--- src/rtl/ctlseq_pkg.sv ---
package ctlseq_pkg;

  localparam int OP_W  = 2;
  localparam int SEL_W = 2;
  localparam int FN_W  = 2;
  localparam int ST_W  = 5;

  localparam logic [FN_W-1:0]  FN_ADD = 2'd0;
  localparam logic [FN_W-1:0]  FN_SUB = 2'd1;
  localparam logic [FN_W-1:0]  FN_NOR = 2'd2;

  localparam logic [SEL_W-1:0] RS_A = 2'd0;
  localparam logic [SEL_W-1:0] RS_B = 2'd1;
  localparam logic [SEL_W-1:0] RS_C = 2'd2;

  localparam logic [OP_W-1:0]  OP1_EXT = 2'd3;
  localparam logic [OP_W-1:0]  OP2_LD  = 2'd0;
  localparam logic [OP_W-1:0]  OP2_ST  = 2'd1;
  localparam logic [OP_W-1:0]  OP2_BR  = 2'd2;

  typedef enum logic [ST_W-1:0] {
    S_FETCH, S_DISP,
    S_A0, S_A1, S_A2, S_A3,
    S_L0, S_L1, S_L2, S_L3, S_L4, S_L5,
    S_W0, S_W1, S_W2, S_W3, S_W4, S_W5,
    S_B0, S_B1, S_B2, S_B3, S_B4, S_B5, S_B6,
    S_V0, S_V1, S_V2
  } seq_state_e;

  typedef struct packed {
    logic             reg_we;
    logic [SEL_W-1:0] reg_sel;
    logic [FN_W-1:0]  alu_fn;
    logic             x1_en;
    logic             x2_en;
    logic             y_en;
    logic             pc_en;
    logic             mar_en;
    logic             inst1_en;
    logic             inst2_en;
    logic             rc_en;
    logic             mem_we;
    logic             branch_en;
    logic             x1_sel;
    logic             x2_sel;
    logic             mar_sel;
    logic             y_sel;
  } ctl_word_t;

endpackage

--- src/rtl/ctlseq_next.sv ---
module ctlseq_next
  import ctlseq_pkg::*;
(
  input  logic            clk,
  input  logic            rst_n,
  input  logic [OP_W-1:0] op1,
  input  logic [OP_W-1:0] op2,
  output seq_state_e      state,
  output logic [FN_W-1:0] fn_q
);

  seq_state_e nxt;
  logic       at_dispatch;

  function automatic seq_state_e pick(input logic [OP_W-1:0] a, input logic [OP_W-1:0] b);
    if (a != OP1_EXT)      return S_A0;
    else if (b == OP2_LD)  return S_L0;
    else if (b == OP2_ST)  return S_W0;
    else if (b == OP2_BR)  return S_B0;
    else                   return S_V0;
  endfunction

  always_comb begin
    at_dispatch = (state == S_DISP) || (state == S_A3) || (state == S_L5) ||
                  (state == S_W5)   || (state == S_B6) || (state == S_V2);
  end

  always_comb begin
    nxt = S_FETCH;
    if (at_dispatch) nxt = pick(op1, op2);
    else begin
      case (state)
        S_FETCH: nxt = S_DISP;
        S_A0:    nxt = S_A1;
        S_A1:    nxt = S_A2;
        S_A2:    nxt = S_A3;
        S_L0:    nxt = S_L1;
        S_L1:    nxt = S_L2;
        S_L2:    nxt = S_L3;
        S_L3:    nxt = S_L4;
        S_L4:    nxt = S_L5;
        S_W0:    nxt = S_W1;
        S_W1:    nxt = S_W2;
        S_W2:    nxt = S_W3;
        S_W3:    nxt = S_W4;
        S_W4:    nxt = S_W5;
        S_B0:    nxt = S_B1;
        S_B1:    nxt = S_B2;
        S_B2:    nxt = S_B3;
        S_B3:    nxt = S_B4;
        S_B4:    nxt = S_B5;
        S_B5:    nxt = S_B6;
        S_V0:    nxt = S_V1;
        S_V1:    nxt = S_V2;
        default: nxt = S_FETCH;
      endcase
    end
  end

  always_ff @(posedge clk or negedge rst_n) begin
    if (!rst_n) begin
      state <= S_FETCH;
      fn_q  <= FN_ADD;
    end else begin
      state <= nxt;
      if (at_dispatch && (op1 != OP1_EXT)) fn_q <= op1;
    end
  end

endmodule

--- src/rtl/ctlseq_decode.sv ---
module ctlseq_decode
  import ctlseq_pkg::*;
(
  input  seq_state_e      state,
  input  logic [FN_W-1:0] fn_q,
  output ctl_word_t       w
);

  always_comb begin
    w = '0;
    case (state)
      S_FETCH, S_A2, S_L4, S_W4, S_B5, S_V1: begin
        w.inst1_en = 1'b1;
        w.pc_en    = 1'b1;
        w.mar_en   = 1'b1;
        if (state == S_A2) begin
          w.y_en   = 1'b1;
          w.alu_fn = fn_q;
        end
      end
      S_A0: w.x1_en = 1'b1;
      S_A1: begin
        w.x2_en   = 1'b1;
        w.reg_sel = RS_B;
        w.rc_en   = 1'b1;
      end
      S_A3, S_L5: begin
        w.reg_we  = 1'b1;
        w.reg_sel = RS_C;
      end
      S_L0, S_W0, S_B0: begin
        w.x1_en    = 1'b1;
        w.inst2_en = 1'b1;
      end
      S_L1, S_W1: begin
        w.x2_en  = 1'b1;
        w.x2_sel = 1'b1;
        w.rc_en  = (state == S_L1);
      end
      S_L2: begin
        w.mar_en  = 1'b1;
        w.mar_sel = 1'b1;
      end
      S_L3: begin
        w.y_en   = 1'b1;
        w.y_sel  = 1'b1;
        w.pc_en  = 1'b1;
        w.mar_en = 1'b1;
      end
      S_W2: begin
        w.mar_en  = 1'b1;
        w.mar_sel = 1'b1;
        w.x2_en   = 1'b1;
        w.reg_sel = RS_C;
      end
      S_W3: begin
        w.mem_we = 1'b1;
        w.pc_en  = 1'b1;
        w.mar_en = 1'b1;
      end
      S_B1: begin
        w.x2_en   = 1'b1;
        w.reg_sel = RS_B;
      end
      S_B2: begin
        w.alu_fn = FN_SUB;
        w.x1_en  = 1'b1;
        w.x1_sel = 1'b1;
        w.x2_en  = 1'b1;
        w.x2_sel = 1'b1;
      end
      S_B3: begin
        w.branch_en = 1'b1;
        w.alu_fn    = FN_ADD;
      end
      S_B4, S_V0: begin
        w.pc_en  = 1'b1;
        w.mar_en = 1'b1;
      end
      default: w = '0;
    endcase
  end

endmodule

--- src/rtl/ctl_sequencer.sv ---
module ctl_sequencer
  import ctlseq_pkg::*;
(
  input  logic             clk,
  input  logic             rst_n,
  input  logic [OP_W-1:0]  op1,
  input  logic [OP_W-1:0]  op2,
  output logic             reg_we,
  output logic [SEL_W-1:0] reg_sel,
  output logic [FN_W-1:0]  alu_fn,
  output logic             x1_en,
  output logic             x2_en,
  output logic             y_en,
  output logic             pc_en,
  output logic             mar_en,
  output logic             inst1_en,
  output logic             inst2_en,
  output logic             rc_en,
  output logic             mem_we,
  output logic             branch_en,
  output logic             x1_sel,
  output logic             x2_sel,
  output logic             mar_sel,
  output logic             y_sel
);

  seq_state_e      state;
  logic [FN_W-1:0] fn_q;
  ctl_word_t       w;

  ctlseq_next u_next (
    .clk   (clk),
    .rst_n (rst_n),
    .op1   (op1),
    .op2   (op2),
    .state (state),
    .fn_q  (fn_q)
  );

  ctlseq_decode u_dec (
    .state (state),
    .fn_q  (fn_q),
    .w     (w)
  );

  assign reg_we    = w.reg_we;
  assign reg_sel   = w.reg_sel;
  assign alu_fn    = w.alu_fn;
  assign x1_en     = w.x1_en;
  assign x2_en     = w.x2_en;
  assign y_en      = w.y_en;
  assign pc_en     = w.pc_en;
  assign mar_en    = w.mar_en;
  assign inst1_en  = w.inst1_en;
  assign inst2_en  = w.inst2_en;
  assign rc_en     = w.rc_en;
  assign mem_we    = w.mem_we;
  assign branch_en = w.branch_en;
  assign x1_sel    = w.x1_sel;
  assign x2_sel    = w.x2_sel;
  assign mar_sel   = w.mar_sel;
  assign y_sel     = w.y_sel;

  // a single write pulse, preceded by the effective-address load
  p_wstrobe_single_r5: assert property (@(posedge clk) disable iff (!rst_n)
    mem_we |=> !mem_we);
  p_wstrobe_after_mar_r5: assert property (@(posedge clk) disable iff (!rst_n)
    mem_we |-> $past(mar_en && mar_sel));

  // branch enable only follows a subtract compare with PC into X1
  p_branch_after_cmp_r6: assert property (@(posedge clk) disable iff (!rst_n)
    branch_en |-> $past(alu_fn == FN_SUB && x1_en && x1_sel));

  // every fetch of the next byte advances PC and MAR
  p_fetch_advances_r7: assert property (@(posedge clk) disable iff (!rst_n)
    inst1_en |-> (pc_en && mar_en && !mar_sel));

  // register writes always target the rc field
  p_write_rc_r8: assert property (@(posedge clk) disable iff (!rst_n)
    reg_we |-> (reg_sel == RS_C));

  // an ALU result load follows the cycle that latched X2 and rc
  p_alu_order_r3: assert property (@(posedge clk) disable iff (!rst_n)
    (y_en && !y_sel) |-> $past(x2_en && rc_en));

endmodule

--- config.mk ---
export PLATFORM = sky130hd
export DESIGN_NAME = ctl_sequencer
export DESIGN_NICKNAME = d
export VERILOG_FILES = /design/src/rtl/ctlseq_pkg.sv /design/src/rtl/ctlseq_next.sv /design/src/rtl/ctlseq_decode.sv /design/src/rtl/ctl_sequencer.sv
export SDC_FILE = /design/constraint.sdc
export NUM_CORES = 1
export LEC_CHECK = 0
export ABC_AREA = 1
export ABC_CLOCK_PERIOD_IN_PS = 1500
export CAP_MARGIN = 20
export CORE_MARGIN = 5
export CORE_UTILIZATION = 30
export DETAILED_ROUTE_END_ITERATION = 6
export HOLD_SLACK_MARGIN = 0.15
export MAX_ROUTING_LAYER = met4
export PLACE_DENSITY = 0.6
export REMOVE_ABC_BUFFERS = 1
export SYNTH_ARGS = -nofsm -noshare
export SYNTH_HDL_FRONTEND = slang
export SYNTH_SLANG_ARGS = --single-unit
export TNS_END_PERCENT = 1
--- constraint.sdc ---
create_clock -name clk -period 1.5 [get_ports clk]
set_input_delay 0.3 -clock clk [delete_from_list [all_inputs] [get_ports clk]]
set_output_delay 0.3 -clock clk [all_outputs]
set_load 0.05 [all_outputs]
Word-level counts from Yosys, hierarchy flattened --
Memories as Yosys holds them, arrays and structs flattened. Cells that the tools add are included.
Storage, ports and cells: bits in registers 7, ROM bits 160, input bits 6, logic and storage cells 77, memories 1
Memories:
- (name not given) | words 32, bits a word 5, rd ports 1, clocked after Yosys merged registers in 0, write ports 0, line ctlseq_next.sv:32 | case (state)
Operators by class: equal/unequal tests 30, mux-type cells 24, reduce and logical (&&, ||, !) cells 20
Operators with widths (number):
- $eq 5x5->1 const B | 12
- $eq 5x4->1 const B | 8
- $eq 5x3->1 const B | 4
- $mux 5 | 4
- $mux 1 | 14
- $reduce_or 12->1 | 1
- $reduce_or 6->1 | 2
- $eq 5x2->1 const B | 2
- $reduce_or 10->1 | 1
- $reduce_or 3->1 | 3
- $pmux 2 s2 | 2
- $reduce_or 2->1 | 4
- $eq 5x1->1 const B | 1
- $logic_not 5->1 | 1
- $logic_or 1x1->1 | 5
- $reduce_or 5->1 | 1
- $mux 4 | 1
- $pmux 1 s2 | 2
- $eq 2x1->1 const B | 1
- $eq 2x2->1 const B | 1
- $logic_not 2->1 | 1
- $mux 2 | 1
- $ne 2x2->1 const B | 1
- $logic_and 1x1->1 | 1

Longest topological paths before layout --
depth in word-level cells 7, depth in mapped cells 10, mapped depth without buffers 10

Cells and area by module --
Synthesis repeated with hierarchy kept, for this count alone.
Second synthesis, totals: cell total of the unflattened synthesis 158, area, all modules 890.9 µm²
By module, submodules not included:
- ctlseq_next | times used 1, cells each 84, area each 571.8 µm², seq. area each 175.2 µm²
- ctlseq_decode | times used 1, cells each 74, area each 319.1 µm², seq. area each 0.0 µm²

Least setup slack after synthesis --
Ideal clock, no wire load.
path type reg2out, start register u_next.state[0], end output mar_en, arrival 2.060 ns, path slack -0.860 ns, stages on the path, launching flop included 6, buffers on the path 0, path through dfrtp_1 -> ha_1 -> nand2_1 -> nor2_1 -> nor3_1 -> nand3b_1
Between the ends: cells in the longest elaborated chain, start to end 3, elaborated cells on any way between the ends 14, classes of those cells eq/ne (11); mux (1); reduce/logical (2)
RTL lines:
- start, declared | line ctlseq_next.sv:8 | output seq_state_e state,
- start signal, assigned | line ctlseq_next.sv:65 | state <= nxt;
- $eq 5x4->1 (tied with other cells) | line ctlseq_decode.sv:11 | case (state)
- $reduce_or 12->1 (no source line) *
- $mux 1 * | line ctlseq_decode.sv:11
- end, declared | line ctl_sequencer.sv:15 | output logic mar_en,
Mark *: on every way between the ends. The rest lies on a longest branch, timed or not.

Worst setup path in the final report --
Ends and elaborated chain as after synthesis.

==> impl_metrics.ini <==
[logic_synthesis]
synth-seq-cells = 7
synthCells = 140
yosysWarnings = 0
syn_avg_cell_area_um2 = 6.185
yosysTopAreaCell = dfrtp_1
syn_area_um2 = 865.8
yosys.area.top_type_share_pct = 20.23
synthDistinctLibCells = 25
netlist_top_cells_area = dfrtp_1 (20%), nand2_1 (17%), nand3_1 (8.7%), inv_1 (8.2%), nor2_1 (8.2%)
ys_seq_area_share_pct = 20.23

[setup_path]
rr_worst_depth = 7
worstSetupPathType = flip-flop to output port
cpPeakStageDelay_ns = 0.42
crit_required_ns = 1.20
endpoint_kind = output port
worst-path-max-fanout = 5
start_kind = flip-flop
slowest_stage = dfrtp_2
cp.arrival_ns = 1.66
cp_cell_sequence = inv_2, ha_4, nand2_2, nor2_4, nor3_2, nand3b_1, buf_12
cp_num_buf_inv = 2
cp.depth = 7
crit_family = simple AND/OR/NAND/NOR gates

[sta]
finalSetupTns_ns = -6.513
setup_violations = 19
slew_viol_final = 0
slew_headroom_pct = 79.43
fin_crit_sh_pct = 130.6
rsz0062_at_grt = yes
worst_pin_slew_ns = 0.3076
fmax_mhz = 510.6
hold_viol_final = 0
clock_skew_ns = 0.004448
worst_slack_ns = -0.4585
whs_ns = 0.3093
period_needed_ns = 1.958

[floorplanning]
dieArea_um2 = 4060
fp-row-count = 19
io_pins = 25
die_h_um = 63.72
die_w_um = 63.72
start_util_pct = 31.40
coreArea_um2 = 2758

[placement]
routabilityCongestion = 0.9369
dp_cells = 228
placed_area_um2 = 1568
io_buffer_count = 24
place_ws_ns = -0.2916
hpwl_um = 2377

[cells_and_area]
post-route-util_pct = 61.84
area_growth_pct = 96.97
diodes = 0
regArea_um2 = 180.2
final_cell_count_no_fill = 232
final_cell_mix = nand2_1 (37), buf_4 (37), buf_12 (18)
finalInstanceArea_um2 = 1705
final_layout_size_suffix_gt1_share_pct = 48.76
fin_nets = 213
fill_cells = 246
multi_input_area_um2 = 670.6

[detailed_routing]
drt-vias-per-instance = 4.685
dr.pass1.iters = 4
wirelength_um = 2708
drtAntennaViolNets = 0
dr.first_iter.drc_count = 38
vias = 1087
drcViolationCount = 0
post_drt_wl_per_cell_um = 11.67

[status]
status = finished with violations
violations = negative setup slack

[power_and_ir_drop]
peakVddDrop_mv = 2.908
p_per_area_nw_per_um2 = 2434
power_mw = 4.151
leakage_nw = 0.8444

[run]
cap_violations = 0

[clock_network]
clock_path_buffers = 2
cts-htree-levels = 1
cts.sinks = 7
cts-buffers-inserted = 3
insertion_delay_ns = 0.24
cts_tree = built
post_cts_buffers = 0
clkSlewWorstSetupHoldPaths_ns = 0.05
cts-root-buf = clkbuf_4

[worst_hold_path]
hp-class = input port to asynchronous set/reset pin

[global_routing]
grt_max_degree = 8
gr-usage-all-layers_pct = 14.30
antenna_found_initial = 0
gr-total-overflow = 0
grt_pass1_vias = 1089
grt_pass1_wl_um = 4712
[state kept, by name, indices dropped and copies added (netlist names)]
name and count:
u_next.fn_q 2, u_next.state 5
[cells in the mapped netlist, drive strengths merged]
master	instances
nand3b	2
o211ai	2
buf	4
nand2	43
or2	1
ha	5
a21oi	1
nor2	25
o21ai	6
inv	22
nor3	4
dfrtp	7
nand3	17
nand4	1
[area by class of cell]
cell class	count	share of cell area (%)
Clock buffer	4	1.541
Multi-Input combinational cell	107	39.32
Tap cell	31	2.274
Inverter	22	5.282
Sequential cell	7	10.56
Timing Repair Buffer	61	41.01
[kinds of logic (layout without fill, tap and decap cells)]
| logic type | count (synthesis) | in the layout | synth area share [%] |
|---|---|---|---|
| adder cells (fa/ha/maj) | 5 | 5 | 7.225 |
| flip-flops | 7 | 7 | 20.23 |
| AND/OR/NAND/NOR | 93 | 93 | 52.60 |
| AO/OA/AOI/OAI | 9 | 9 | 6.358 |
| buffers and inverters | 26 | 87 | 13.58 |
[power breakdown]
group          internal (mW)  leakage [nW]  switching, mW
Combinational           1.63         0.745           1.93
Sequential             0.290        0.0843          0.128
Clock                  0.101        0.0150         0.0632
[per-layer routing]
metal	routed length (um)	track usage, %	vias up	share of wire, %
met3	116	1.066	0	4.3
met2	1461	27.54	29	54
met4	0	2.078	0	0
met1	1130	16.15	497	42
li1	-	-	561	-
met5	0	-	-	0
[what timing repair did]
| item | CTS | global route |
|---|---|---|
| pin swaps | 4 | 1 |
| hold buffers | 0 | 0 |
| setup endpoints to repair | 26 | 26 |
| cloned | 0 | 0 |
| gates resized for setup | 26 | 9 |
[path summary, 6_finish.rpt]
check | start | to | slack, ns
max in group asynchronous | rst_n | u_next.state[0] | 0.93
setup reg to reg | u_next.state[0] | u_next.state[4] | 0
min in group clk | u_next.fn_q[1] | u_next.fn_q[1] | 0.47
hold reg to reg | u_next.fn_q[1] | u_next.fn_q[1] | 0.47
setup / recovery | u_next.state[0] | mar_en | -0.46
hold / removal | rst_n | u_next.state[1] | 0.31
Power figures use the tool's default switching activity.
